[src/rtl/spr_wr_pkg.sv]
package spr_wr_pkg;

   // Instruction word encoding
   localparam int unsigned OPC_PRIMARY = 31;
   localparam int unsigned OPC_EXT     = 467;

   // Logical register numbers
   localparam int unsigned N_XER    = 1;
   localparam int unsigned N_LR     = 8;
   localparam int unsigned N_CTR    = 9;
   localparam int unsigned N_VRSAVE = 256;
   localparam int unsigned N_TB_LO  = 284;
   localparam int unsigned N_TB_HI  = 285;
   localparam int unsigned N_SCR0   = 272;
   localparam int unsigned N_SCR3   = 275;
   localparam int unsigned N_CFG0   = 1008;
   localparam int unsigned N_CFG1   = 1009;
   localparam int unsigned N_FADDR  = 19;
   localparam int unsigned N_FCAUSE = 18;

   typedef enum logic [2:0] {
      TGT_NONE,
      TGT_XER,
      TGT_LR,
      TGT_CTR,
      TGT_VRSAVE,
      TGT_TB_LO,
      TGT_TB_HI,
      TGT_SINK
   } spr_tgt_e;

   function automatic spr_tgt_e classify(input logic [9:0] n);
      spr_tgt_e t;
      t = TGT_NONE;
      if (n == 10'(N_XER))                                  t = TGT_XER;
      else if (n == 10'(N_LR))                              t = TGT_LR;
      else if (n == 10'(N_CTR))                             t = TGT_CTR;
      else if (n == 10'(N_VRSAVE))                          t = TGT_VRSAVE;
      else if (n == 10'(N_TB_LO))                           t = TGT_TB_LO;
      else if (n == 10'(N_TB_HI))                           t = TGT_TB_HI;
      else if (n >= 10'(N_SCR0) && n <= 10'(N_SCR3))        t = TGT_SINK;
      else if (n == 10'(N_CFG0) || n == 10'(N_CFG1))        t = TGT_SINK;
      else if (n == 10'(N_FADDR) || n == 10'(N_FCAUSE))     t = TGT_SINK;
      return t;
   endfunction

   function automatic logic needs_supervisor(input spr_tgt_e t);
      return (t == TGT_TB_LO) || (t == TGT_TB_HI) || (t == TGT_SINK);
   endfunction

endpackage

[src/rtl/spr_hold_reg.sv]
module spr_hold_reg #(
   parameter int unsigned W = 32
) (
   input  logic         clk,
   input  logic         rst,
   input  logic         we,
   input  logic [W-1:0] d,
   output logic [W-1:0] q
);

   generate
      if (W == 0) begin : g_bad_w
         $error("spr_hold_reg: W must be non-zero");
      end
   endgenerate

   always_ff @(posedge clk) begin
      if (rst)     q <= '0;
      else if (we) q <= d;
   end

endmodule

[src/rtl/spr_timebase.sv]
module spr_timebase #(
   parameter int unsigned DATA_W = 64
) (
   input  logic              clk,
   input  logic              rst,
   input  logic              we_lo,
   input  logic              we_hi,
   input  logic [DATA_W-1:0] src,
   output logic [DATA_W-1:0] tb
);

   localparam int unsigned HALF_W = DATA_W / 2;

   generate
      if (DATA_W % 2 != 0) begin : g_bad_w
         $error("spr_timebase: DATA_W must be even");
      end
   endgenerate

   logic [HALF_W-1:0] lo_q, hi_q;

   // Both halves take the low half of the source; each keeps its own value
   // when the other one is written.
   spr_hold_reg #(.W(HALF_W)) u_lo (
      .clk(clk), .rst(rst), .we(we_lo), .d(src[HALF_W-1:0]), .q(lo_q)
   );

   spr_hold_reg #(.W(HALF_W)) u_hi (
      .clk(clk), .rst(rst), .we(we_hi), .d(src[HALF_W-1:0]), .q(hi_q)
   );

   assign tb = {hi_q, lo_q};

   logic unused_src_hi;
   assign unused_src_hi = ^src[DATA_W-1:HALF_W];

endmodule

[src/rtl/spr_insn_decode.sv]
module spr_insn_decode
   import spr_wr_pkg::*;
#(
   parameter int unsigned NUM_W = 10
) (
   input  logic [31:0]      insn,
   output logic             hit,
   output logic [4:0]       rs_idx,
   output logic [NUM_W-1:0] spr_num,
   output spr_tgt_e         tgt
);

   localparam int unsigned HALF = NUM_W / 2;

   generate
      if (NUM_W != 10) begin : g_bad_num
         $error("spr_insn_decode: register field is 10 bits wide");
      end
   endgenerate

   logic [NUM_W-1:0] field;

   assign field   = insn[20:11];
   assign rs_idx  = insn[25:21];
   // Halves are stored transposed; swap them back.
   assign spr_num = {field[HALF-1:0], field[NUM_W-1:HALF]};
   assign hit     = (insn[31:26] == 6'(OPC_PRIMARY)) && (insn[10:1] == 10'(OPC_EXT));
   assign tgt     = classify(spr_num);

   logic unused_rsvd;
   assign unused_rsvd = insn[0];

endmodule

[src/rtl/spr_priv_gate.sv]
module spr_priv_gate
   import spr_wr_pkg::*;
#(
   parameter bit ENFORCE_PRIV = 1'b1
) (
   input  logic     valid,
   input  logic     hit,
   input  spr_tgt_e tgt,
   input  logic     sup,
   output logic     wr_xer,
   output logic     wr_lr,
   output logic     wr_ctr,
   output logic     wr_vrs,
   output logic     wr_tb_lo,
   output logic     wr_tb_hi,
   output logic     trap,
   output logic     unknown,
   output logic     advance
);

   logic live;
   logic allowed;

   assign live = valid && hit;

   generate
      if (ENFORCE_PRIV) begin : g_enforce
         assign allowed = !needs_supervisor(tgt) || sup;
      end else begin : g_open
         logic unused_sup;
         assign unused_sup = sup;
         assign allowed    = 1'b1;
      end
   endgenerate

   always_comb begin
      wr_xer   = 1'b0;
      wr_lr    = 1'b0;
      wr_ctr   = 1'b0;
      wr_vrs   = 1'b0;
      wr_tb_lo = 1'b0;
      wr_tb_hi = 1'b0;
      unknown  = 1'b0;
      trap     = live && !allowed;
      advance  = live && allowed;
      if (live && allowed) begin
         unique case (tgt)
            TGT_XER:    wr_xer   = 1'b1;
            TGT_LR:     wr_lr    = 1'b1;
            TGT_CTR:    wr_ctr   = 1'b1;
            TGT_VRSAVE: wr_vrs   = 1'b1;
            TGT_TB_LO:  wr_tb_lo = 1'b1;
            TGT_TB_HI:  wr_tb_hi = 1'b1;
            TGT_SINK:   ;
            TGT_NONE:   unknown  = 1'b1;
            default:    ;
         endcase
      end
   end

endmodule

[src/rtl/spr_write_unit.sv]
module spr_write_unit
   import spr_wr_pkg::*;
#(
   parameter int unsigned DATA_W       = 64,
   parameter int unsigned WORD_W       = 32,
   parameter int unsigned NUM_W        = 10,
   parameter bit          ENFORCE_PRIV = 1'b1
) (
   input  logic              clk,
   input  logic              rst,
   input  logic              valid_i,
   input  logic [31:0]       insn_i,
   input  logic [DATA_W-1:0] src_i,
   input  logic              sup_i,
   output logic [4:0]        rs_idx_o,
   output logic [WORD_W-1:0] xer_o,
   output logic [DATA_W-1:0] lr_o,
   output logic [DATA_W-1:0] ctr_o,
   output logic [WORD_W-1:0] vrsave_o,
   output logic [DATA_W-1:0] tbase_o,
   output logic              pc_adv_o,
   output logic              priv_trap_o,
   output logic              unimpl_o
);

   localparam int unsigned PAD_W = DATA_W - WORD_W;

   generate
      if (DATA_W != 2 * WORD_W) begin : g_bad_data
         $error("spr_write_unit: DATA_W must be twice WORD_W");
      end
      if (NUM_W != 10) begin : g_bad_num
         $error("spr_write_unit: NUM_W must be 10");
      end
   endgenerate

   logic             hit;
   logic [NUM_W-1:0] spr_num;
   spr_tgt_e         tgt;

   spr_insn_decode #(.NUM_W(NUM_W)) u_dec (
      .insn(insn_i), .hit(hit), .rs_idx(rs_idx_o), .spr_num(spr_num), .tgt(tgt)
   );

   logic wr_xer, wr_lr, wr_ctr, wr_vrs, wr_tb_lo, wr_tb_hi;
   logic trap_c, unknown_c, advance_c;

   spr_priv_gate #(.ENFORCE_PRIV(ENFORCE_PRIV)) u_gate (
      .valid(valid_i), .hit(hit), .tgt(tgt), .sup(sup_i),
      .wr_xer(wr_xer), .wr_lr(wr_lr), .wr_ctr(wr_ctr), .wr_vrs(wr_vrs),
      .wr_tb_lo(wr_tb_lo), .wr_tb_hi(wr_tb_hi),
      .trap(trap_c), .unknown(unknown_c), .advance(advance_c)
   );

   logic [WORD_W-1:0] ctr_q;

   spr_hold_reg #(.W(WORD_W)) u_xer (
      .clk(clk), .rst(rst), .we(wr_xer), .d(src_i[WORD_W-1:0]), .q(xer_o)
   );

   spr_hold_reg #(.W(DATA_W)) u_lr (
      .clk(clk), .rst(rst), .we(wr_lr), .d(src_i), .q(lr_o)
   );

   // Count register keeps only the low word; the upper half reads as zero.
   spr_hold_reg #(.W(WORD_W)) u_ctr (
      .clk(clk), .rst(rst), .we(wr_ctr), .d(src_i[WORD_W-1:0]), .q(ctr_q)
   );
   assign ctr_o = {{PAD_W{1'b0}}, ctr_q};

   spr_hold_reg #(.W(WORD_W)) u_vrs (
      .clk(clk), .rst(rst), .we(wr_vrs), .d(src_i[WORD_W-1:0]), .q(vrsave_o)
   );

   spr_timebase #(.DATA_W(DATA_W)) u_tb (
      .clk(clk), .rst(rst), .we_lo(wr_tb_lo), .we_hi(wr_tb_hi),
      .src(src_i), .tb(tbase_o)
   );

   always_ff @(posedge clk) begin
      if (rst) begin
         pc_adv_o    <= 1'b0;
         priv_trap_o <= 1'b0;
         unimpl_o    <= 1'b0;
      end else begin
         pc_adv_o    <= advance_c;
         priv_trap_o <= trap_c;
         unimpl_o    <= unknown_c;
      end
   end

   logic unused_num;
   assign unused_num = ^spr_num;

endmodule

[config.mk]
export PLATFORM = sky130hd
export DESIGN_NAME = spr_write_unit
export DESIGN_NICKNAME = d
export VERILOG_FILES = /design/src/rtl/spr_wr_pkg.sv /design/src/rtl/spr_hold_reg.sv /design/src/rtl/spr_timebase.sv /design/src/rtl/spr_insn_decode.sv /design/src/rtl/spr_priv_gate.sv /design/src/rtl/spr_write_unit.sv
export SDC_FILE = /design/constraint.sdc
export NUM_CORES = 1
export LEC_CHECK = 0
export ABC_AREA = 1
export BUFFER_PORTS_ARGS = -buffer_cell sky130_fd_sc_hd__buf_2
export CORE_UTILIZATION = 37
export CTS_CLUSTER_DIAMETER = 80
export CTS_CLUSTER_SIZE = 25
export DETAILED_ROUTE_END_ITERATION = 7
export GPL_ROUTABILITY_DRIVEN = 0
export HOLD_SLACK_MARGIN = 0.1
export RECOVER_POWER = 25
export SYNTH_ARGS = -nofsm -noshare
export SYNTH_HDL_FRONTEND = slang
export SYNTH_SLANG_ARGS = --single-unit
[constraint.sdc]
create_clock -name clk -period 3.8 [get_ports clk]
set_input_delay 0.57 -clock clk [delete_from_list [all_inputs] [get_ports clk]]
set_output_delay 0.57 -clock clk [all_outputs]
set_load 0.02 [all_outputs]
After elaboration in Yosys (flattened, before gate mapping) --
Index checks and enable logic that the tools add are counted.
Word-level totals: register bits 227, output and inout port bits 264, word-level logic and storage cells 67
Operators by class: $lt $le $gt $ge 2, eq/ne operators 19, mux-type cells 22, bitwise operators 1, reductions and logical operators 14
Operators with widths (count):
- $eq 10x9->1 const B | 4
- $mux 3 | 9
- $eq 10x10->1 const B | 2
- $eq 10x4->1 const B | 2
- $eq 10x5->1 const B | 2
- $mux 1 | 13
- $eq 3x3->1 const B | 4
- $eq 10x1->1 const B | 1
- $ge 10x9->1 const B | 1
- $le 10x9->1 const B | 1
- $eq 3x2->1 const B | 2
- $eq 6x5->1 const B | 1
- $logic_and 1x1->1 | 5
- $logic_or 1x1->1 | 5
- $eq 3x1->1 const B | 1
- $logic_not 3->1 | 1
- $logic_not 1->1 | 2
- $reduce_or 2->1 | 1
- $not 1->1 | 1

Longest topological paths before layout --
word-level depth 19, depth in mapped cells 12, depth with buffers taken out 10

Hierarchy --
From an unflattened synthesis, not the netlist that was laid out.
Unflattened totals: cell total of the unflattened synthesis 1561, area total of the unflattened synthesis 10193.5 um^2
Modules (own cells, without submodules):
- spr_hold_reg (u_ctr ...) | instances 5, cells an instance 203, area an instance 1338.8 um^2, seq. area each 640.6 um^2
- spr_hold_reg (u_lr) | instances 1, cells an instance 405, area an instance 2666.3 um^2, seq. area each 1281.2 um^2
- spr_insn_decode | instances 1, cells an instance 76, area an instance 396.6 um^2, seq. area each 0.0 um^2
- spr_write_unit | instances 1, cells an instance 42, area an instance 326.6 um^2, seq. area each 60.1 um^2
- spr_priv_gate | instances 1, cells an instance 23, area an instance 110.1 um^2, seq. area each 0.0 um^2

Worst setup path after synthesis --
No wires, ideal clock.
path kind input port to flip-flop, from in insn_i[9], to reg u_tb.u_hi.q[12], library setup time 0.110 ns, arrival time 1.887 ns, path slack 1.803 ns, stages on the path 9, path buffers 2, cells stage by stage inv_1 nor2_1 nand4_1 nor3b_2 buf_2 clkbuf_1 nand4_1 nand2_1 nor2_1
On the way: longest elaborated chain between the ends 5
Ends and longest elaborated chain:
- from (decl) | line spr_write_unit.sv:12 | input logic [31:0] insn_i,
- $eq 10x9->1 | line spr_insn_decode.sv:27 | assign hit = (insn[31:26] == 6'(OPC_PRIMARY)) && (insn[10:1] == 10'(OPC_EXT));
- $logic_and 1x1->1 | line spr_insn_decode.sv:27
- $logic_and 1x1->1 | line spr_priv_gate.sv:24 | assign live = valid && hit;
- $logic_and 1x1->1 | line spr_priv_gate.sv:46 | if (live && allowed) begin
- $mux 1 | line spr_priv_gate.sv:46
- to (signal assigned) | line spr_hold_reg.sv:18 | if (rst) q <= '0;
- to (signal assigned) | line spr_hold_reg.sv:19 | else if (we) q <= d;
- to (decl) | line spr_hold_reg.sv:8 | output logic [W-1:0] q
Every way passes these cells. A chain may end at the register's enable or synchronous reset.

Worst setup path after layout --
from in insn_i[18], to reg u_vrs.q[22]
On the way: longest elaborated chain between the ends 18, elaborated cells on any way between the ends 35, those cells by class order compare (2); eq/ne (14); mux (11); reduce/logical (8)
Ends and longest elaborated chain:
- parallel branches: the longest is 10 deep, another holds $ge 10x9->1
- $mux 3 * | line spr_wr_pkg.sv:35 | if (n == 10'(N_XER)) t = TGT_XER;
- $eq 3x3->1 | line spr_wr_pkg.sv:48 | return (t == TGT_TB_LO) || (t == TGT_TB_HI) || (t == TGT_SINK);
- $logic_or 1x1->1 (2 in series) | line spr_wr_pkg.sv:48
- $logic_not 1->1 | line spr_priv_gate.sv:28 | assign allowed = !needs_supervisor(tgt) || sup;
- $logic_or 1x1->1 | line spr_priv_gate.sv:28
- $logic_and 1x1->1 | line spr_priv_gate.sv:46
- $mux 1 * | line spr_priv_gate.sv:46
- to (signal assigned) | line spr_hold_reg.sv:18
- to (signal assigned) | line spr_hold_reg.sv:19
- to (decl) | line spr_hold_reg.sv:8
Every way passes the cells marked *.

==> run metrics <==
status=completed; Setup crit end kind=flip-flop; Least-Margin Pin Slew=0.947 ns; Num CTS Buffers=16; Worst setup SP type=input pin; nets=2125; CP Data Required Time=4.17 ns; Starting Density=37.8%; Synth warnings=0; fillcell total=3152; fin util=45.2%; worst-path fanout max=32; Die Y-Extent=176 µm; 1st-iter DRT viols=646; port bufs=320; critical path arrival=2.64 ns; clk sinks=227; fin crit share=59.7%; # setup viols final=0; top-count cell post-synth=inv_1; initial antenna violation count=0; CTS Buffer Depth=3; drt wl/cell=14.5 µm; min-delay worst type=in2reg; post-synthesis cell type count=20; synth cell count leaders=inv_1 (466), nand2_1 (437), nand4_1 (229), dfxtp_1 (227), nor2_1 (211); first-pass GRT wire length=54.6 mm; placed cell count=2397; area of the core=0.0298 mm²; Max VDD drop=225 µV; critical setup path kind=in2reg; vias per cell=4.60; Cell Pwr Density=338 mW/mm²; synthesized flop and latch total=227; clock period minus worst slack=2.27 ns; cells after synthesis=1788; Rows=63; Finished Cell Area=0.0135 mm²; Post-CTS Setup Repair Bufs=0; register area share after synthesis=40.4%; DP Area=0.0130 mm²; cts hold-fix bufs=0; Register Area=0.00454 mm²; Mapped Area=0.0113 mm²; n_diodes=0; Max H-tree Level=1; Avg Inst Size Synth=6.30 µm²; WL final=35.3 mm; area of the multi-input gates=0.00442 mm²; r2r startpoint=u_tb.u_hi.q[29]$_SDFFE_PP0P_; max_cap viols=0; Top-Level Pins=364; relative slew slack=36.9%; share of layout cells above drive strength 1=13.6%; cts repair resizes=0; CTS tree=built; Die Wd=176 µm; P&R area growth vs syn=19.5%; GRT Util Overall=22.0%; Final Hold Viols=0; vias=11100; area leader, netlist=dfxtp_1; async set-reset flop share out of synthesis=0%; Worst-path clk slew=0.10 ns; max layer used=met4; Area contributors post-synth=dfxtp_1 (40%), inv_1 (16%), nand2_1 (15%); # DRC=0; highest clock rate=441 MHz; final non-filler cell total=2425; hold wc startpoint=src_i[15]; top cell type's share of synthesized area=40.4%; Clock Skew=0 ns; largest net degree at the start of global routing=115; number of synthesized flops with an enable pin=0; CP Launch Point=insn_i[18]; setup_tns=0 ns; Post-DP HPWL=22.8 mm; GRT Residual Overflow=0; TritonRoute pass-1 iters=5; WL met1=15.5 mm; die area=0.0311 mm²; detailed-routed wire length on met2=16.4 mm; root buffer cell=clkbuf_16; Synth Flop Type=dfxtp_1; leakage power=6.82 nW; vias in the first global route=10100; unrepaired setup endpoints after global routing=false; worst skew pair latency=0.51 ns; Slew Limit Fails=0; Met3 Routed Length=2.87 mm; Final ANT Viol Nets=0
-- logic make-up after synthesis --
kind of cell    synth area share, %
flops                          40.4
simple gates                   35.8
other cells                  0.0333
compound gates                 1.49
buf+inv                        22.3
-- flip-flops by register name, summed over array words and instances (netlist names) --
name         flops
priv_trap_o      1
pc_adv_o         1
u_xer.q         32
u_tb.u_hi.q     32
u_vrs.q         32
u_lr.q          64
u_tb.u_lo.q     32
u_ctr.q         32
unimpl_o         1
-- worst max-delay path, cell delays in order --
cell	delay (ns)
buf_2	0.20
nor2_1	0.08
nand2_1	0.06
nor2_1	0.04
nand3_1	0.11
nand3_1	0.21
nand2_8	0.27
nand3_2	0.74
nand2_1	0.26
a21oi_1	0.09
-- path summary, 6_finish.rpt --
kind / cells past startpoint / slack, ns / end
worst max-delay path: 10 / 1.53 / u_vrs.q[22]$_SDFFE_PP0P_
worst min-delay path: 3 / 0.34 / u_vrs.q[15]$_SDFFE_PP0P_
worst max register to register: 4 / 3.12 / u_tb.u_hi.q[29]$_SDFFE_PP0P_
worst min register to register: 2 / 0.47 / u_vrs.q[27]$_SDFFE_PP0P_
-- layer usage --
metal  GRT usage [%]  up-vias
met5               0        -
li1                -     5747
met2            37.5      349
met4            4.13        0
met3            4.89       33
met1            28.5     5020
-- metrics by stage --
| step | hold slack [ns] | total power [mW] | setup slack (ns) |
|---|---|---|---|
| final | 0.338 | 4.55 | 1.53 |
| after global routing | 0.329 | 4.71 | 1.34 |
| after CTS | 0.321 | 4.59 | 1.56 |
| after detailed placement | 0.450 | 2.69 | 1.03 |
| after global placement | 0.446 | 2.69 | 1.04 |
| after floorplan | 0.537 | 2.62 | 1.80 |
-- final cells by class --
class	instances	area share (%)
Multi-Input combinational cell	971	32.9
Tap cell	390	3.63
Inverter	467	13.1
Timing Repair Buffer	342	12.5
Clock buffer	19	3.37
Clock inverter	9	0.827
Sequential cell	227	33.8
-- power by group --
part	switching, mW	total (mW)	leakage (nW)	internal (mW)
logic	0.188	0.263	4.71	0.0750
clock network	0.996	1.91	0.276	0.913
registers	0.0000000579	2.38	1.83	2.38
total	1.18	4.55	6.82	3.36
-- layout by cell type (no fill, tap or decap), types with 2 or more instances in the layout --
master,netlist,final
nand2_1,437,437
nor2_4,0,2
nand4_1,229,229
inv_6,0,3
inv_12,0,2
conb_1,1,32
nand3_2,0,5
dfxtp_1,227,227
nor2_1,211,209
clkinv_8,0,2
a21oi_1,32,32
nor3_4,0,2
clkbuf_8,0,2
clkinv_4,0,2
nor3_1,5,4
clkbuf_1,60,109
nand3_1,17,11
buf_2,32,211
buf_12,0,4
inv_1,466,466
buf_4,37,18
clkbuf_16,0,17
No activity file was read; power rests on OpenSTA's default activity.
